<file path="src/rtl/serial_msg_accum_pkg.sv">
package serial_msg_accum_pkg;
  // Strobes from the control to the datapath
  typedef struct packed {
    logic stepUp;   // shift the upper word and reload the marker
    logic stepLo;   // shift the lower word
    logic clear;    // wipe both words after acknowledge
  } accumCtrl_t;
endpackage

</file>
<file path="src/rtl/serial_msg_accum_dp.sv">
module serial_msg_accum_dp
  import serial_msg_accum_pkg::*;
#(
  parameter int UPPER_W   = 16,
  parameter int LOWER_W   = 16,
  parameter int TAIL_BITS = 8
) (
  input  logic               clk,
  input  logic               rst,
  input  logic               attnLine,
  input  accumCtrl_t         ctrl,
  output logic               upFull,
  output logic               tailLast,
  output logic [UPPER_W-1:0] upWord,
  output logic [LOWER_W-1:0] loWord
);
  localparam int DONE_POS = LOWER_W - 1 - TAIL_BITS;
  localparam logic [LOWER_W-1:0] MARKER = {1'b1, {(LOWER_W-1){1'b0}}};

  logic [UPPER_W-1:0] upReg;
  logic [LOWER_W-1:0] loReg;

  always_ff @(posedge clk) begin
    if (rst || ctrl.clear) begin
      upReg <= '0;
      loReg <= '0;
    end else if (ctrl.stepUp) begin
      upReg <= {attnLine, upReg[UPPER_W-1:1]};
      loReg <= MARKER;
    end else if (ctrl.stepLo) begin
      loReg <= {attnLine, loReg[LOWER_W-1:1]};
    end
  end

  assign upFull   = upReg[0];
  assign tailLast = loReg[DONE_POS+1];
  assign upWord   = upReg;
  assign loWord   = loReg;

  // without any strobe from the control, both words hold
  assert_hold_R8: assert property (@(posedge clk) disable iff (rst)
    (!ctrl.stepUp && !ctrl.stepLo && !ctrl.clear) |=> ($stable(upReg) && $stable(loReg)));

  // a step of the upper word leaves the marker in the lower word
  assert_marker_R2: assert property (@(posedge clk) disable iff (rst)
    ctrl.stepUp |=> (loReg == MARKER));

  // a step of the lower word does not touch the upper word
  assert_up_frozen_R3: assert property (@(posedge clk) disable iff (rst)
    ctrl.stepLo |=> $stable(upReg));
endmodule

</file>
<file path="src/rtl/serial_msg_accum_ctrl.sv">
module serial_msg_accum_ctrl
  import serial_msg_accum_pkg::*;
(
  input  logic       clk,
  input  logic       rst,
  input  logic       lineStrobe,
  input  logic       msgAck,
  input  logic       upFull,
  input  logic       tailLast,
  output accumCtrl_t ctrl,
  output logic       validOut
);
  logic validReg;
  logic sampleOk;

  always_comb begin
    sampleOk    = lineStrobe && !validReg;
    ctrl.clear  = validReg && msgAck;
    ctrl.stepUp = sampleOk && !upFull;
    ctrl.stepLo = sampleOk && upFull;
  end

  always_ff @(posedge clk) begin
    if (rst || ctrl.clear)
      validReg <= 1'b0;
    else if (ctrl.stepLo && tailLast)
      validReg <= 1'b1;
  end

  assign validOut = validReg;

  // a posted message stays posted until acknowledged
  assert_valid_hold_R5: assert property (@(posedge clk) disable iff (rst)
    (validReg && !msgAck) |=> validReg);

  // acknowledge of a posted message drops valid
  assert_ack_drop_R6: assert property (@(posedge clk) disable iff (rst)
    (validReg && msgAck) |=> !validReg);

  // no datapath step while a message is posted
  assert_no_step_posted_R10: assert property (@(posedge clk) disable iff (rst)
    validReg |-> !(ctrl.stepUp || ctrl.stepLo));
endmodule

</file>
<file path="src/rtl/serial_msg_accum.sv">
module serial_msg_accum
  import serial_msg_accum_pkg::*;
#(
  parameter int UPPER_W   = 16,
  parameter int LOWER_W   = 16,
  parameter int TAIL_BITS = 8
) (
  input  logic               clk,
  input  logic               rst,
  input  logic               attnLine,
  input  logic               lineStrobe,
  input  logic               msgAck,
  output logic [UPPER_W-1:0] msgUpper,
  output logic [LOWER_W-1:0] msgLower,
  output logic               msgValid
);
  localparam int DONE_POS = LOWER_W - 1 - TAIL_BITS;

  accumCtrl_t ctrl;
  logic       upFull;
  logic       tailLast;

  serial_msg_accum_ctrl u_ctrl (
    .clk(clk), .rst(rst), .lineStrobe(lineStrobe), .msgAck(msgAck),
    .upFull(upFull), .tailLast(tailLast), .ctrl(ctrl), .validOut(msgValid)
  );

  serial_msg_accum_dp #(.UPPER_W(UPPER_W), .LOWER_W(LOWER_W), .TAIL_BITS(TAIL_BITS)) u_dp (
    .clk(clk), .rst(rst), .attnLine(attnLine), .ctrl(ctrl),
    .upFull(upFull), .tailLast(tailLast), .upWord(msgUpper), .loWord(msgLower)
  );

  // valid only rises with the marker sitting at the done position
  assert_rise_done_R4: assert property (@(posedge clk) disable iff (rst)
    $rose(msgValid) |-> (msgLower[DONE_POS] && msgUpper[0]));

  // acknowledge with nothing posted changes nothing
  assert_idle_ack_R7: assert property (@(posedge clk) disable iff (rst)
    (!msgValid && msgAck && !lineStrobe) |=> ($stable(msgUpper) && $stable(msgLower) && !msgValid));
endmodule

</file>
<file path="config.mk">
export PLATFORM = sky130hd
export DESIGN_NAME = serial_msg_accum
export DESIGN_NICKNAME = d
export VERILOG_FILES = /design/src/rtl/serial_msg_accum_pkg.sv /design/src/rtl/serial_msg_accum_dp.sv /design/src/rtl/serial_msg_accum_ctrl.sv /design/src/rtl/serial_msg_accum.sv
export SDC_FILE = /design/constraint.sdc
export NUM_CORES = 1
export LEC_CHECK = 0
export BUFFER_PORTS_ARGS = -buffer_cell sky130_fd_sc_hd__buf_2
export CORE_MARGIN = 8
export CORE_UTILIZATION = 48
export DETAILED_ROUTE_END_ITERATION = 16
export PLACE_DENSITY = 0.79
export SETUP_SLACK_MARGIN = 0.2
export SYNTH_ARGS = -nofsm -noshare
export SYNTH_HDL_FRONTEND = slang
export SYNTH_SLANG_ARGS = --single-unit
</file>
<file path="constraint.sdc">
create_clock -name clk -period 1.5 [get_ports clk]
set_input_delay 0.3 -clock clk [delete_from_list [all_inputs] [get_ports clk]]
set_output_delay 0.3 -clock clk [all_outputs]
set_load 0.005 [all_outputs]
</file>
==> impl_metrics.py, run 1 <==
metrics = {
    "layout": {
        "syn2layout_area_growth_pct": 23.0,
        "fillers": 208,
        "antennaDiodeCount": 0,
        "final_cell_area_mm2": 0.00140,
        "finalNetCount": 162,
        "drive_gt1_share_pct": 34.8,
        "layout_commonest_cell": "buf_2",
        "final_cells": 186,
        "layout_common_cells": "buf_2, nand2_1, dfxtp_1",
    },
    "cts": {
        "max-clock-path-buffers": 2,
        "cts_setup_buffers": 0,
        "cts.htree.levels": 2,
        "clock_latency_ns": 0.33,
        "clock_sinks": 33,
        "cts_tree": "built",
        "cts_buffers": 5,
        "cts_hold_buffers": 0,
        "root_buffer": "clkbuf_4",
        "clk_pin_slew_worst_paths_ns": 0.09,
    },
    "setup_path": {
        "r2r_end": "u_dp.upWord[7]",
        "r2r-start": "u_ctrl.validOut",
        "arrival_ns": 1.40,
        "rrSetupSlack_ns": 0.31,
        "cp_max_fo": 15,
        "required_ns": 1.71,
        "end_kind": "register",
        "crit_start": "u_ctrl.validOut",
        "reg2regPathDepth": 3,
        "critPathLaunchType": "register",
        "crit_type": "register to register",
    },
    "power": {
        "power_w": 0.00141,
        "power_leakage_nw": 0.638,
        "powerDensity_mw_per_mm2": 1010,
        "ir_drop_v": 0.000839,
    },
    "timing": {
        "skew_ns": 0.00648,
        "postLayoutSetupSlackWorst_ns": 0.314,
        "slew_viol_final": 0,
        "fin_crit_ns": 1.19,
        "tightestPinTransition_ns": 0.302,
        "finalSetupViolCount": 0,
        "period_share_pct": 79.1,
        "hold_viol_final": 0,
        "slew_headroom_pct": 79.8,
        "rsz0062_at_grt": "no",
        "fmax_mhz": 843,
    },
    "die": {
        "start_util_pct": 51.0,
        "die_area_mm2": 0.00419,
        "core-area_mm2": 0.00223,
        "die_y_um": 64.7,
        "fp.dieW_um": 64.7,
        "rows": 17,
        "ios": 38,
    },
    "global_routing": {
        "grtUsageTotal_pct": 13.0,
        "antenna_found_initial": 0,
        "grt_pass1_wl_mm": 4.28,
        "grt_max_degree": 20,
        "first_global_vias": 959,
        "grt.overflow.total": 0,
    },
    "yosys": {
        "syn_inst": 118,
        "syn_avg_cell_area_um2": 9.65,
        "synthFlopType": "dfxtp_1",
        "synth_edf_count": 0,
        "ys_ff_latch": 33,
        "async_flop_share_pct": 0,
        "yosysWarnings": 0,
        "syn-num-nets": 123,
        "ys_types": 17,
        "syn_area_mm2": 0.00114,
        "seq_area_frac_synth_pct": 58.0,
    },
    "placed_design": {
        "port_buffers": 37,
        "detailed_place.area_mm2": 0.00134,
        "hpwlAfterDp_mm": 1.87,
        "dp.cells": 178,
        "place_ws_ns": -0.0394,
        "gp_congestion": 0.700,
    },
    "route": {
        "drt_iter0_drc": 33,
        "vias": 969,
        "drt-total-wl_mm": 2.59,
        "route.detailed.wl_per_inst_um": 13.9,
        "postRouteAntennaNets": 0,
        "drc": 0,
        "drt-pass1-iter-count": 4,
        "routed_via_density": 5.21,
    },
    "run_status": {
        "status": "complete, no violations",
    },
    "min_path": {
        "hold_start": "attnLine",
        "min_delay_path_depth": 3,
        "min_to": "u_dp.upWord[15]",
        "hold_path_class": "primary input to register",
    },
    "job": {
        "maxCapViolations": 0,
    },
}
## per-layer routing
metal | GRT usage (%) | routed length, um | share of wire (%)
met3 | 7.90 | 202 | 7.8
met2 | 23.0 | 1260 | 49
met1 | 11.9 | 1090 | 42
met4 | 4.90 | 32 | 1.2
met5 | 0 | 0 | 0
## synthesized netlist by cell type, types with 3 or more instances
cell / instances / share of area, %
a21oi_1: 17 / 7.5
a22o_1: 14 / 11
buf_2: 6 / 2.6
buf_4: 3 / 2.0
dfxtp_1: 33 / 58
nand2_1: 31 / 10
nor2_1: 4 / 1.3
## power by group
| part | leakage (nW) | total, W | switching, W | internal (W) |
|---|---|---|---|---|
| Clock | 0.0320 | 0.000461 | 0.000283 | 0.000178 |
| Combinational | 0.339 | 0.0000622 | 0.0000408 | 0.0000214 |
| Sequential | 0.267 | 0.000884 | 0.00000363 | 0.000880 |
## through the flow
stage	hold slack, ns	TNS (ns)	util, %
finish	0.233	0	62.7
global route	0.233	0	62.7
CTS	0.222	0	62.4
detailed placement	0.460	-0.400	59.8
global placement	0.450	0	59.8
floorplan	0.436	0	-
## cells by family (layout without fill, tap and decap cells)
kind of cell | Yosys count | in the layout | synth area share (%)
compound gates | 33 | 33 | 19.5
buf+inv | 9 | 49 | 4.62
flops | 33 | 33 | 58.0
simple gates | 43 | 43 | 17.9
## critical path: stages, from the launching register on
cell	delay, ns
dfxtp_2	0.37
or3b_4	0.50
nand2_1	0.12
a21oi_1	0.08
## registers in the layout, summed over array words and instances, names as in the netlist
| signal | flops |
|---|---|
| u_ctrl.validOut | 1 |
| u_dp.upWord | 16 |
| u_dp.loWord | 16 |
## final cells by class
cell class	instances	area, um^2	share of cell area, %
clock buffers	6	41.3	2.95
clock inverters	2	10.0	0.715
multi-input cells	76	435	31.1
flip-flops and latches	33	663	47.4
well taps	28	35.0	2.50
repair buffers	41	215	15.4
## worst max path at each step
stage	end	slack [ns]	depth (start not counted)
finish	u_dp.upWord[7]	0.31	3
global route	u_dp.loWord[0]	0.22	4
global placement	u_dp.loWord[14]	0.007	4
detailed placement	u_dp.loWord[9]	-0.04	4
CTS	u_dp.loWord[0]	0.20	3
floorplan	u_dp.upWord[10]	0.24	5
## repair_timing
item / 4_1_cts / 5_1_grt
cloned: 0 / 0
endpoints found under the setup margin: 29 / 16
gates resized for setup: 2 / 3
(Power assumes the default switching activity.)
==> run 2, diff against run 1 <==
--- a/config.mk
+++ b/config.mk
@@ -5,11 +5,12 @@
 export SDC_FILE = /design/constraint.sdc
 export NUM_CORES = 1
 export LEC_CHECK = 0
+export ABC_AREA = 1
 export BUFFER_PORTS_ARGS = -buffer_cell sky130_fd_sc_hd__buf_2
 export CORE_MARGIN = 8
-export CORE_UTILIZATION = 48
+export CORE_UTILIZATION = 46
 export DETAILED_ROUTE_END_ITERATION = 16
-export PLACE_DENSITY = 0.79
+export PLACE_DENSITY = 0.76
 export SETUP_SLACK_MARGIN = 0.2
 export SYNTH_ARGS = -nofsm -noshare
 export SYNTH_HDL_FRONTEND = slang
==> constraint.sdc (replaced) <==
create_clock -name clk -period 1 [get_ports clk]
set_input_delay 0.2 -clock clk [delete_from_list [all_inputs] [get_ports clk]]
set_output_delay 0.2 -clock clk [all_outputs]
set_load 0.005 [all_outputs]
==> run 2 against run 1 <==
  * The flow now finishes with violations (negative setup slack)
  * Sequential cell count unchanged
  * Setup slack got worse by 0.40 ns
  * Clock power increased by 130%
  * Clock skew increased by 0.00055 ns
  * Largest cell class is now buffers
  * Highest routed layer unchanged
==> impl_metrics.py, run 2 <==
metrics = {
    "cts": {
        "cts.htree.levels": 2,
        "root_buffer": "clkbuf_4",
        "clock_latency_ns": 0.33,
        "cts_tree": "built",
        "max-clock-path-buffers": 2,
        "clock_sinks": 33,
        "cts_hold_buffers": 0,
        "cts_buffers": 5,
        "clk_pin_slew_worst_paths_ns": 0.10,
    },
    "yosys": {
        "synth_edf_count": 0,
        "syn_avg_cell_area_um2": 7.78,
        "synth_top_cells_by_count": "nand2_1, dfxtp_1, nor2_1, inv_1, nand4_1",
        "syn-num-nets": 186,
        "ys_types": 17,
        "ys_ff_latch": 33,
        "syn_inst": 181,
        "synth_area_leaders": "dfxtp_1, nand2_1, nor2_1",
        "yosysWarnings": 0,
        "synth.top_cell.area_share_pct": 46.9,
        "yosysTopAreaCell": "dfxtp_1",
        "synthFlopType": "dfxtp_1",
        "yosysMostFrequentCell": "nand2_1",
        "syn_area_mm2": 0.00141,
        "async_flop_share_pct": 0,
        "seq_area_frac_synth_pct": 46.9,
    },
    "power": {
        "powerDensity_mw_per_mm2": 1310,
        "ir_drop_v": 0.00112,
        "power_w": 0.00296,
        "power.share.switching_pct": 24.8,
        "intPower_w": 0.00223,
        "p_seq_share_pct": 47.6,
        "p_switching_w": 0.000734,
        "p_clk_share_pct": 35.3,
        "power_leakage_nw": 1.07,
        "power_frac_comb_pct": 17.1,
    },
    "timing": {
        "final.setup.tns_ns": -1.03,
        "skew_ns": 0.00703,
        "postLayoutSetupSlackWorst_ns": -0.0901,
        "rsz0062_at_grt": "yes",
        "fin_crit_ns": 1.09,
        "hold_viol_final": 0,
        "slew_viol_final": 0,
        "slew_headroom_pct": 82.4,
        "finalSetupViolCount": 32,
        "tightestPinTransition_ns": 0.264,
        "fmax_mhz": 917,
        "period_share_pct": 109,
    },
    "global_routing": {
        "grtUsageTotal_pct": 14.8,
        "first_global_vias": 1447,
        "grt.overflow.total": 0,
        "antenna_found_initial": 0,
        "grt_pass1_wl_mm": 6.10,
        "grt_max_degree": 23,
    },
    "placed_design": {
        "port_buffers": 37,
        "hpwlAfterDp_mm": 2.15,
        "gp_congestion": 0.801,
        "dp.cells": 251,
    },
    "setup_path": {
        "cp_cell_sequence": "buf_6 > buf_6",
        "slowest_delay_ns": 0.34,
        "arrival_ns": 0.89,
        "critPathTopFamily": "flip-flops",
        "crit_top_cell": "buf_6",
        "critPathLaunchType": "register",
        "critPathSlowestCell": "dfxtp_2",
        "crit_type": "register to output port",
        "required_ns": 0.80,
        "cp_max_fo": 3,
        "crit_buf_inv": 2,
        "end_kind": "output port",
        "rrSetupSlack_ns": -0.05,
    },
    "die": {
        "die_area_mm2": 0.00509,
        "fp.dieW_um": 71.3,
        "rows": 20,
        "start_util_pct": 47.3,
        "ios": 38,
        "die_y_um": 71.3,
        "core-area_mm2": 0.00298,
    },
    "run_status": {
        "violations": "negative setup slack",
        "status": "finished with violations",
    },
    "route": {
        "postRouteAntennaNets": 0,
        "wl_met3_um": 223,
        "drt-pass1-iter-count": 4,
        "drc": 0,
        "met2_wirelength_mm": 2.11,
        "vias": 1481,
        "drt-total-wl_mm": 3.91,
        "wl_met1_mm": 1.53,
        "route.detailed.wl_per_inst_um": 13.2,
        "highest_layer": "met4",
        "routed_via_density": 4.99,
        "drt_iter0_drc": 98,
    },
    "job": {
        "maxCapViolations": 0,
    },
    "layout": {
        "drive_gt1_share_pct": 59.5,
        "finalNetCount": 268,
        "final_cells": 297,
        "syn2layout_area_growth_pct": 60.5,
        "layout_commonest_cell": "buf_4",
        "layout_common_cells": "buf_4, nand2_1, dfxtp_2",
        "antennaDiodeCount": 0,
    },
    "min_path": {
        "hold_path_class": "primary input to register",
    },
}
run 2: changes by cell type after synthesis, sizes merged, moves of 4 or more:
cell   delta
buf       +4
nand4    +15
inv      +19
nor2     +29
nand2    +15
a22o     -14
run 2: metal layers:
metal	vias to the layer above	global-route usage (%)
li1	736	-
met1	703	14.4
met2	36	26.5
met3	6	7.95
met4	0	4.16
met5	-	0
run 2: cells by family after synthesis:
logic type / count (synthesis) / synth area share, %
compound gates: 19 / 10.2
buf+inv: 32 / 11.7
simple gates: 97 / 31.1
flops: 33 / 46.9
run 2: through the flow:
step / setup slack, ns / util, % / hold slack, ns / instance area, um^2
2_1_floorplan: 0.0330 / - / 0.335 / 1440
3_3_place_gp: 0.0110 / 55.6 / 0.443 / 1660
3_5_place_dp: -0.0193 / 55.6 / 0.451 / 1660
4_1_cts: -0.0862 / 70.8 / 0.0979 / 2110
5_1_grt: -0.137 / 75.9 / 0.120 / 2260
6_report: -0.0901 / 75.9 / 0.121 / 2260
run 2: final timing paths:
check,to,start,cells past startpoint
min,u_dp.loWord[15],attnLine,3
max,msgUpper[0],u_dp.upWord[0],2
max reg2reg,u_dp.loWord[8],u_dp.upWord[0],5
min reg2reg,u_dp.loWord[0],u_dp.loWord[0],2
run 2: cell type report:
cell class | instances | area (um^2)
fillers | 226 | 718
inverters | 19 | 76.3
clock buffers | 7 | 55.1
clock inverters | 1 | 30.0
flip-flops and latches | 33 | 704
well taps | 33 | 41.3
repair buffers | 87 | 722
multi-input cells | 117 | 631
run 2: tightest hold or removal path, delay by kind of cell:
kind / cells / cell delay [ns]
buffers and inverters: 1 / 0.10
and+or+nand+nor: 2 / 0.12
run 2: repair_timing:
| action | 4_1_cts | 5_1_grt |
|---|---|---|
| pin swaps | 2 | 2 |
| resized for setup | 49 | 23 |
| setup buffers | 31 | 6 |
| endpoints found under the setup margin | 66 | 66 |
| cloned | 1 | 0 |
run 2: power groups by stage:
stage,logic (W),clock network [W],registers [W]
floorplan,0.000229,0,0.00144
global placement,0.000328,0,0.00144
detailed placement,0.000335,0,0.00144
CTS,0.000450,0.00106,0.00141
global route,0.000557,0.00114,0.00142
finish,0.000506,0.00105,0.00141
==> run 3, diff against run 2 <==
--- a/config.mk
+++ b/config.mk
@@ -7,11 +7,12 @@
 export LEC_CHECK = 0
 export ABC_AREA = 1
 export BUFFER_PORTS_ARGS = -buffer_cell sky130_fd_sc_hd__buf_2
-export CORE_MARGIN = 8
+export CORE_MARGIN = 3
 export CORE_UTILIZATION = 46
 export DETAILED_ROUTE_END_ITERATION = 16
 export PLACE_DENSITY = 0.76
 export SETUP_SLACK_MARGIN = 0.2
+export SKIP_CTS_REPAIR_TIMING = 1
 export SYNTH_ARGS = -nofsm -noshare
 export SYNTH_HDL_FRONTEND = slang
 export SYNTH_SLANG_ARGS = --single-unit
==> constraint.sdc (replaced) <==
create_clock -name clk -period 1 [get_ports clk]
set_input_delay 0.05 -clock clk [delete_from_list [all_inputs] [get_ports clk]]
set_output_delay 0.05 -clock clk [all_outputs]
set_load 0.005 [all_outputs]
==> run 3 against run 2 <==
  * The run still ends with negative setup slack left
  * Die area fell by 26%
  * Core utilization fell by 3.9 points
  * Hold slack worse by 0.10 ns
==> impl_metrics.py, run 3 (synthesized netlist as in run 2, its figures left out) <==
metrics = {
    "cts": {
        "cts_buffers": 5,
        "max-clock-path-buffers": 2,
        "root_buffer": "clkbuf_4",
        "clk_pin_slew_worst_paths_ns": 0.11,
        "cts.htree.levels": 2,
        "cts_tree": "built",
        "clock_sinks": 33,
        "clock_latency_ns": 0.33,
    },
    "setup_path": {
        "critPathSlowestCell": "dfxtp_4",
        "slowest_delay_ns": 0.39,
        "critPathLaunchType": "register",
        "cp_cell_sequence": "inv_6 > nand3_4 > clkbuf_16 > nand2_1 > nand2_1 > nor2_1",
        "end_kind": "register",
        "required_ns": 1.25,
        "arrival_ns": 1.36,
        "crit_top_cell": "nand2_1",
        "critPathTopFamily": "flip-flops",
        "crit_type": "register to register",
        "cp_max_fo": 15,
        "crit_buf_inv": 2,
    },
    "timing": {
        "hold_slack_ns": 0.0205,
        "fmax_mhz": 898,
        "slew_viol_final": 0,
        "slew_headroom_pct": 83.6,
        "hold_viol_final": 0,
        "finalSetupViolCount": 33,
        "skew_ns": 0.0160,
        "fin_crit_ns": 1.11,
        "period_share_pct": 111,
        "tightestPinTransition_ns": 0.246,
        "rsz0062_at_grt": "yes",
        "postLayoutSetupSlackWorst_ns": -0.114,
    },
    "layout": {
        "syn2layout_area_growth_pct": 44.6,
        "seq_area_um2": 698,
        "final_cell_area_mm2": 0.00204,
        "final_cells": 269,
        "drive_gt1_share_pct": 49.6,
        "fillers": 212,
        "layout_commonest_cell": "nand2_1",
        "finalNetCount": 242,
        "antennaDiodeCount": 0,
        "layout_common_cells": "nand2_1, nor2_1, buf_2",
        "multi_input_comb_area_um2": 607,
    },
    "placed_design": {
        "gp_congestion": 0.752,
        "detailed_place.area_mm2": 0.00161,
        "hpwlAfterDp_mm": 1.85,
        "port_buffers": 37,
        "dp.cells": 243,
    },
    "power": {
        "ir_drop_v": 0.00117,
        "p_seq_share_pct": 49.2,
        "powerDensity_mw_per_mm2": 1420,
        "p_switching_w": 0.000711,
        "intPower_w": 0.00218,
        "p_clk_share_pct": 36.1,
        "power.share.switching_pct": 24.6,
        "power_frac_comb_pct": 14.7,
        "power_leakage_nw": 0.942,
    },
    "run_status": {
        "violations": "negative setup slack",
        "status": "finished with violations",
    },
    "route": {
        "drt_iter0_drc": 87,
        "drt-total-wl_mm": 3.30,
        "route.detailed.wl_per_inst_um": 12.3,
        "postRouteAntennaNets": 0,
        "drt-pass1-iter-count": 4,
        "vias": 1320,
        "drc": 0,
        "routed_via_density": 4.91,
    },
    "min_path": {
        "hold_path_class": "primary input to register",
    },
    "global_routing": {
        "grt_max_degree": 31,
        "first_global_vias": 957,
        "grtUsageTotal_pct": 15.8,
        "antenna_found_initial": 0,
        "grt_pass1_wl_mm": 4.28,
        "grt.overflow.total": 0,
    },
    "die": {
        "fp.dieW_um": 61.3,
        "start_util_pct": 49.8,
        "die_y_um": 61.3,
        "core-area_mm2": 0.00283,
        "ios": 38,
        "die_area_mm2": 0.00376,
        "rows": 19,
    },
    "job": {
        "maxCapViolations": 0,
    },
}
## run 3: cell types whose count changed in the layout (fill, tap and decap cells not counted), sizes merged
| cell | previous run | this run |
|---|---|---|
| nand3 | 4 | 3 |
| buf | 87 | 59 |
| dlygate4sd3 | 0 | 1 |
| clkbuf | 7 | 9 |
## run 3: worst paths after layout
kind                                 startpoint        endpoint  slack [ns]  depth (start not counted)
worst max-delay path            u_ctrl.validOut  u_dp.upWord[3]       -0.11                          6
worst min register to register   u_dp.upWord[1]  u_dp.upWord[0]        0.47                          2
worst min-delay path                        rst  u_dp.upWord[0]        0.02                          4
worst max register to register  u_ctrl.validOut  u_dp.upWord[3]       -0.11                          6
## run 3: routing by layer
| metal | routed length [um] | GRT usage [%] |
|---|---|---|
| met1 | 1500 | 20.3 |
| met2 | 1570 | 23.9 |
| met3 | 178 | 6.50 |
| met4 | 50 | 5.57 |
| met5 | 0 | 0 |
## run 3: area by class of cell
type / instances / area share, %
clock inverter: 1 / 1.48
inverter: 19 / 3.87
sequential: 33 / 34.3
clock buffer: 7 / 2.70
tap: 31 / 1.91
multi-input combinational: 116 / 29.8
timing repair buffer: 62 / 25.9
## run 3: tightest hold or removal path, stage by stage
cell and delay [ns]:
buf_2 0.11, a21oi_4 0.05, inv_1 0.08, a21oi_1 0.04
## run 3: power groups by stage
| stage | clock (W) | sequential, W | combinational, W |
|---|---|---|---|
| 2_1_floorplan | 0 | 0.00144 | 0.000229 |
| 6_report | 0.00104 | 0.00142 | 0.000425 |
| 3_5_place_dp | 0 | 0.00144 | 0.000309 |
| 5_1_grt | 0.00113 | 0.00143 | 0.000471 |
| 3_3_place_gp | 0 | 0.00144 | 0.000305 |
| 4_1_cts | 0.00107 | 0.00141 | 0.000310 |
## run 3: through the flow
step	total power, W	setup WS [ns]	setup TNS, ns	utilization, %
detailed placement	0.00175	-0.0372	-0.254	56.9
global placement	0.00175	-0.00546	-0.0209	56.9
CTS	0.00279	-0.242	-1.28	59.9
floorplan	0.00167	0.0330	0	-
global route	0.00303	-0.201	-3.12	72.0
finish	0.00289	-0.114	-1.23	72.0
